`src/rtl/sec_attr_pkg.sv`:
```
package sec_attr_pkg;

  // Numeric order equals security order: larger code is more secure.
  typedef enum logic [1:0] {
    ATTR_NS   = 2'b00,
    ATTR_CALL = 2'b01,
    ATTR_SEC  = 2'b10
  } attr_e;

  typedef enum logic [1:0] {
    OP_CTRL  = 2'b00,
    OP_BASE  = 2'b01,
    OP_LIMIT = 2'b10,
    OP_NONE  = 2'b11
  } cfg_op_e;

  function automatic attr_e attr_from_code(logic [1:0] code);
    return (code == 2'b11) ? ATTR_SEC : attr_e'(code);
  endfunction

  function automatic attr_e attr_max(attr_e a, attr_e b);
    return (a > b) ? a : b;
  endfunction

endpackage

```
`src/rtl/sec_region_table.sv`:
```
module sec_region_table
  import sec_attr_pkg::*;
#(
  parameter int NUM_REGIONS = 8,
  parameter int ADDR_W      = 32,
  parameter int GRAN_BITS   = 5,
  parameter int RIDX_W      = 3
) (
  input  logic                                           clk,
  input  logic                                           rst_n,
  input  logic                                           cfg_we,
  input  logic [1:0]                                     cfg_op,
  input  logic [RIDX_W-1:0]                              cfg_region,
  input  logic [ADDR_W-1:0]                              cfg_data,
  output logic                                           unit_en,
  output logic [NUM_REGIONS-1:0][ADDR_W-GRAN_BITS-1:0]   base_q,
  output logic [NUM_REGIONS-1:0][ADDR_W-GRAN_BITS-1:0]   limit_q,
  output logic [NUM_REGIONS-1:0]                         call_q,
  output logic [NUM_REGIONS-1:0]                         en_q
);

  logic wr_ctrl, wr_base, wr_limit;

  assign wr_ctrl  = cfg_we && (cfg_op == OP_CTRL);
  assign wr_base  = cfg_we && (cfg_op == OP_BASE);
  assign wr_limit = cfg_we && (cfg_op == OP_LIMIT);

  always_ff @(posedge clk) begin
    if (!rst_n)       unit_en <= 1'b0;
    else if (wr_ctrl) unit_en <= cfg_data[0];
  end

  for (genvar r = 0; r < NUM_REGIONS; r++) begin : g_region
    logic sel;
    assign sel = (cfg_region == RIDX_W'(r));

    always_ff @(posedge clk) begin
      if (!rst_n) begin
        base_q[r]  <= '0;
        limit_q[r] <= '0;
        call_q[r]  <= 1'b0;
        en_q[r]    <= 1'b0;
      end else if (sel) begin
        if (wr_base) base_q[r] <= cfg_data[ADDR_W-1:GRAN_BITS];
        if (wr_limit) begin
          limit_q[r] <= cfg_data[ADDR_W-1:GRAN_BITS];
          call_q[r]  <= cfg_data[1];
          en_q[r]    <= cfg_data[0];
        end
      end
    end
  end

endmodule

```
`src/rtl/sec_region_match.sv`:
```
module sec_region_match
  import sec_attr_pkg::*;
#(
  parameter int NUM_REGIONS = 8,
  parameter int ADDR_W      = 32,
  parameter int GRAN_BITS   = 5,
  parameter int RIDX_W      = 3
) (
  input  logic [ADDR_W-1:0]                              addr,
  input  logic                                           unit_en,
  input  logic [NUM_REGIONS-1:0][ADDR_W-GRAN_BITS-1:0]   base_q,
  input  logic [NUM_REGIONS-1:0][ADDR_W-GRAN_BITS-1:0]   limit_q,
  input  logic [NUM_REGIONS-1:0]                         call_q,
  input  logic [NUM_REGIONS-1:0]                         en_q,
  output attr_e                                          region_attr,
  output logic                                           region_hit,
  output logic [RIDX_W-1:0]                              region_idx
);

  localparam int CNT_W = $clog2(NUM_REGIONS + 1);

  logic [ADDR_W-GRAN_BITS-1:0] gran;
  logic [NUM_REGIONS-1:0]      hits;
  logic [CNT_W-1:0]            n_hit;
  logic [RIDX_W-1:0]           idx;

  assign gran = addr[ADDR_W-1:GRAN_BITS];

  for (genvar r = 0; r < NUM_REGIONS; r++) begin : g_cmp
    assign hits[r] = en_q[r] && (gran >= base_q[r]) && (gran <= limit_q[r]);
  end

  assign n_hit = CNT_W'($countones(hits));

  always_comb begin
    idx = '0;
    for (int i = 0; i < NUM_REGIONS; i++) begin
      if (hits[i]) idx = RIDX_W'(i);
    end
  end

  always_comb begin
    region_attr = ATTR_SEC;
    region_hit  = 1'b0;
    region_idx  = '0;
    if (unit_en && (n_hit == CNT_W'(1))) begin
      region_attr = call_q[idx] ? ATTR_CALL : ATTR_NS;
      region_hit  = 1'b1;
      region_idx  = idx;
    end
  end

endmodule

```
`src/rtl/sec_fixed_map.sv`:
```
module sec_fixed_map
  import sec_attr_pkg::*;
#(
  parameter int ADDR_W   = 32,
  parameter int SEG_BITS = 4,
  parameter logic [2*(1<<SEG_BITS)-1:0] FIXED_MAP = 32'h2000_0044
) (
  input  logic [ADDR_W-1:0] addr,
  output attr_e             fixed_attr
);

  logic [SEG_BITS-1:0] seg;

  assign seg        = addr[ADDR_W-1 -: SEG_BITS];
  assign fixed_attr = attr_from_code(FIXED_MAP[2*seg +: 2]);

endmodule

```
`src/rtl/addr_sec_classifier.sv`:
```
module addr_sec_classifier
  import sec_attr_pkg::*;
#(
  parameter int ADDR_W      = 32,
  parameter int NUM_REGIONS = 8,
  parameter int GRAN_BITS   = 5,
  parameter int SEG_BITS    = 4,
  parameter logic [2*(1<<SEG_BITS)-1:0] FIXED_MAP = 32'h2000_0044,
  localparam int RIDX_W = (NUM_REGIONS > 1) ? $clog2(NUM_REGIONS) : 1
) (
  input  logic              clk,
  input  logic              rst_n,
  input  logic              cfg_we,
  input  logic [1:0]        cfg_op,
  input  logic [RIDX_W-1:0] cfg_region,
  input  logic [ADDR_W-1:0] cfg_data,
  input  logic              lk_valid,
  output logic              lk_ready,
  input  logic [ADDR_W-1:0] lk_addr,
  output logic              rs_valid,
  input  logic              rs_ready,
  output logic [1:0]        rs_attr,
  output logic              rs_hit,
  output logic [RIDX_W-1:0] rs_region
);

  localparam int GW = ADDR_W - GRAN_BITS;

  logic                            unit_en;
  logic [NUM_REGIONS-1:0][GW-1:0]  base_q, limit_q;
  logic [NUM_REGIONS-1:0]          call_q, en_q;
  attr_e                           region_attr, fixed_attr, final_attr;
  logic                            region_hit;
  logic [RIDX_W-1:0]               region_idx;
  logic                            accept;

  sec_region_table #(
    .NUM_REGIONS(NUM_REGIONS), .ADDR_W(ADDR_W),
    .GRAN_BITS(GRAN_BITS), .RIDX_W(RIDX_W)
  ) u_table (
    .clk(clk), .rst_n(rst_n), .cfg_we(cfg_we), .cfg_op(cfg_op),
    .cfg_region(cfg_region), .cfg_data(cfg_data), .unit_en(unit_en),
    .base_q(base_q), .limit_q(limit_q), .call_q(call_q), .en_q(en_q)
  );

  sec_region_match #(
    .NUM_REGIONS(NUM_REGIONS), .ADDR_W(ADDR_W),
    .GRAN_BITS(GRAN_BITS), .RIDX_W(RIDX_W)
  ) u_match (
    .addr(lk_addr), .unit_en(unit_en), .base_q(base_q), .limit_q(limit_q),
    .call_q(call_q), .en_q(en_q), .region_attr(region_attr),
    .region_hit(region_hit), .region_idx(region_idx)
  );

  sec_fixed_map #(
    .ADDR_W(ADDR_W), .SEG_BITS(SEG_BITS), .FIXED_MAP(FIXED_MAP)
  ) u_fixed (
    .addr(lk_addr), .fixed_attr(fixed_attr)
  );

  assign final_attr = attr_max(fixed_attr, region_attr);
  assign lk_ready   = !rs_valid || rs_ready;
  assign accept     = lk_valid && lk_ready;

  always_ff @(posedge clk) begin
    if (!rst_n) begin
      rs_valid  <= 1'b0;
      rs_attr   <= ATTR_SEC;
      rs_hit    <= 1'b0;
      rs_region <= '0;
    end else if (accept) begin
      rs_valid  <= 1'b1;
      rs_attr   <= final_attr;
      rs_hit    <= region_hit;
      rs_region <= region_idx;
    end else if (rs_ready) begin
      rs_valid  <= 1'b0;
    end
  end

endmodule

```
`config.mk`:
```
export PLATFORM = sky130hd
export DESIGN_NAME = addr_sec_classifier
export DESIGN_NICKNAME = d
export VERILOG_FILES = /design/src/rtl/sec_attr_pkg.sv /design/src/rtl/sec_region_table.sv /design/src/rtl/sec_region_match.sv /design/src/rtl/sec_fixed_map.sv /design/src/rtl/addr_sec_classifier.sv
export SDC_FILE = /design/constraint.sdc
export NUM_CORES = 1
export LEC_CHECK = 0
export ABC_AREA = 1
export BUFFER_PORTS_ARGS = -buffer_cell sky130_fd_sc_hd__buf_2
export CORE_UTILIZATION = 40
export CTS_BUF_LIST = sky130_fd_sc_hd__clkbuf_4
export CTS_CLUSTER_DIAMETER = 60
export DETAILED_ROUTE_END_ITERATION = 10
export SLEW_MARGIN = 20
export SYNTH_ARGS = -nofsm -noshare
export SYNTH_HDL_FRONTEND = slang
export SYNTH_HIERARCHICAL = 1
export SYNTH_SLANG_ARGS = --single-unit
export TNS_END_PERCENT = 50
```
`constraint.sdc`:
```
create_clock -name clk -period 6.7 [get_ports clk]
set_input_delay 0.335 -clock clk [delete_from_list [all_inputs] [get_ports clk]]
set_output_delay 0.335 -clock clk [all_outputs]
set_load 0.03 [all_outputs]
```
==> impl_metrics.tcl <==
set metrics [dict create \
    grt_use_met3 0.0436 \
    grt_max_degree 204 \
    drc 0 \
    worst_slack_ns 1.04 \
    hold_end "rs_attr[0]$_SDFFE_PN0P_" \
    viasPerCell 5.09 \
    cts.sinks 456 \
    setup_viol 0 \
    cts_max_level 4 \
    wl_per_cell_um 18.2 \
    globalRouteTotalUtil 0.274 \
    tns_ns 0 \
    rr_worst_depth 31 \
    use_met2 0.440 \
    cts_tree "done" \
    via_count 28700 \
    numCtsBuffers 136 \
    die_area_um2 75900 \
    clk_latency_ns 1.00 \
    clkTransAtPathRegs_ns 0.06 \
    gp_congestion 0.894 \
    crit_path_max_incr_delay_ns 0.57 \
    drive_gt1_frac 0.0907 \
    slew_headroom 0.0749 \
    endpoint_kind "flip-flop" \
    hold_viol_final 0 \
    arrival_ns 6.60 \
    cellLeakagePower_uw 0.0140 \
    rr_endpoint "rs_attr[0]$_SDFFE_PN0P_" \
    fillers 7791 \
    ys_ff_latch 456 \
    core-area_um2 73500 \
    drtIter0Drc 2330 \
    drt_wl_total_um 103000 \
    initial_core_util 0.407 \
    path_class "reg -> reg" \
    multi_input_area_um2 17800 \
    yosysTopAreaCellShare 0.305 \
    synth.area.top_cells "dfxtp_1, ha_1, nor2_1" \
    skew_ns 0.0583 \
    ff_latch_area_um2 9130 \
    slowest_stage "fa_1" \
    first_global_vias 26700 \
    worstMarginPinSlew_ns 1.39 \
    reg2reg_from "u_table/base_q[107]$_SDFFE_PN0P_" \
    finalNetCount 5111 \
    dp_hpwl_um 65500 \
    postCtsSetupRepairBufs 0 \
    num_rows 99 \
    synthCells 4488 \
    num_io_pins 82 \
    syn_area_per_cell_um2 6.67 \
    ys_seq_area_frac 0.305 \
    slew_viol_final 0 \
    hp-class "in -> reg" \
    synth_edf_count 0 \
    post-route-period-util 0.845 \
    syn_nets 5004 \
    clock.fmax_mhz 177 \
    drv_cap 0 \
    min_from "lk_addr[28]" \
    syn2layout_area_growth_pct 10.6 \
    port_buffers 73 \
    max-vdd-ir-drop_mv 0.159 \
    cts-root-buf "clkbuf_4" \
    synth.most_common_cell "nor2_1" \
    antenna_left 0 \
    die_height_um 275 \
    grt-busiest-layer "met2" \
    die_w_um 275 \
    antenna_found_initial 5 \
    synthFlopType "dfxtp_1" \
    ctsHoldBuffers 20 \
    crit_top_cell "nand2_1" \
    ys_top_cells_by_count "nor2_1, nand2_1, inv_1" \
    grt_overflow 0 \
    preCtsSetupSlack_ns 0.673 \
    min_path_cells 7 \
    clockBufferDepth 3 \
    critPathMaxFanout 3 \
    ys_types 47 \
    detail_route.first_pass.iterations 6 \
    rsz0062_at_grt "no" \
    postCtsResizedCells 0 \
    synth_area_leader_cell "dfxtp_1" \
    grt_pass1_wl_um 157000 \
    setup.worst_path.start_class "flip-flop" \
    p_per_area_nw_per_um2 193 \
    syn_area_um2 29900 \
    ys_warn_count 6 \
    async_flop_share 0 \
    worstPathRequired_ns 7.64 \
    use_met1 0.356 \
    regToRegSetupSlack_ns 1.04 \
    fin_crit_ns 5.66 \
    status "complete, no violations" \
]
==> layout by cell type, fill, tap and decap left out, drive strengths merged, types with 9 or more instances in the layout <==
cell type,count
inv,573
clkinv,23
a21oi,190
o21a,11
dlygate4sd3,20
o21ai,63
nand2,875
clkbuf,187
dfxtp,456
nor3,22
nor2,1041
nand3,489
nand4,62
buf,157
ha,438
a21o,9
nor4,15
==> flip-flops by register name (all words and copies together), names as in the netlist <==
register and count:
rs_attr 2, rs_hit 1, rs_region 3, rs_valid 1
u_table/base_q 216, u_table/call_q 8, u_table/en_q 8, u_table/limit_q 216
u_table/unit_en 1
==> cells by family (layout without fill, tap and decap cells) <==
family / count (synthesis) / count (layout) / share of synthesized area
DFF: 456 / 456 / 0.305
AOI/OAI and AO/OA: 301 / 301 / 0.0553
other: 0 / 3 / 0
buffers and inverters: 774 / 962 / 0.102
and+or+nand+nor: 2515 / 2515 / 0.351
adders and majority gates: 442 / 442 / 0.186
==> metal layers <==
layer | vias up | wire, µm
met5 | - | 11
met1 | 13000 | 45400
met3 | 217 | 6890
li1 | 14600 | -
met2 | 941 | 45300
met4 | 2 | 4910
==> critical path, delay by kind of cell, from the launching register on <==
kind            cells  cell delay (ns)
compound gates      2             0.17
fa+ha+maj           7             2.65
buf+inv             4             0.24
flops               1             0.33
simple gates       18             2.22
==> power by group <==
part           leakage (µW)  switching [µW]  internal (µW)
Clock              0.000962            1280           1350
Combinational       0.00939             676            311
Sequential          0.00368            18.9           2750
Total                0.0140            1980           4410
==> final cells by class <==
class | count | area share
antenna | 3 | 0.000227
clock buffer | 187 | 0.0424
clock inverter | 32 | 0.00529
inverter | 566 | 0.0643
multi-input combinational | 3258 | 0.538
sequential | 456 | 0.276
tap | 959 | 0.0363
timing repair buffer | 177 | 0.0376
==> metrics by stage <==
step | utilization | instances | total power, µW | hold slack (ns) | instance area, µm²
5_1_grt | 0.450 | 5637 | 6720 | 0.124 | 33100
6_report | 0.450 | 5638 | 6390 | 0.157 | 33100
3_3_place_gp | 0.426 | 5396 | 3780 | 0.458 | 31300
4_1_cts | 0.450 | 5635 | 6450 | 0.0582 | 33100
3_5_place_dp | 0.426 | 5396 | 3790 | 0.470 | 31300
2_1_floorplan | - | 4488 | 3420 | 0.448 | 29900
==> worst max path at each step <==
stage                                startpoint                 endpoint  slack [ns]  depth (start not counted)
2_1_floorplan                        lk_addr[5]  rs_attr[0]$_SDFFE_PN0P_        1.52                         34
3_3_place_gp                         lk_addr[5]  rs_attr[0]$_SDFFE_PN0P_        0.69                         36
3_5_place_dp                         lk_addr[5]  rs_attr[0]$_SDFFE_PN0P_        0.67                         36
4_1_cts         u_table/base_q[53]$_SDFFE_PN0P_  rs_attr[0]$_SDFFE_PN0P_        1.07                         33
5_1_grt         u_table/base_q[53]$_SDFFE_PN0P_  rs_attr[0]$_SDFFE_PN0P_        0.49                         33
6_report       u_table/base_q[107]$_SDFFE_PN0P_  rs_attr[0]$_SDFFE_PN0P_        1.04                         31
(Power assumes the default switching activity.)
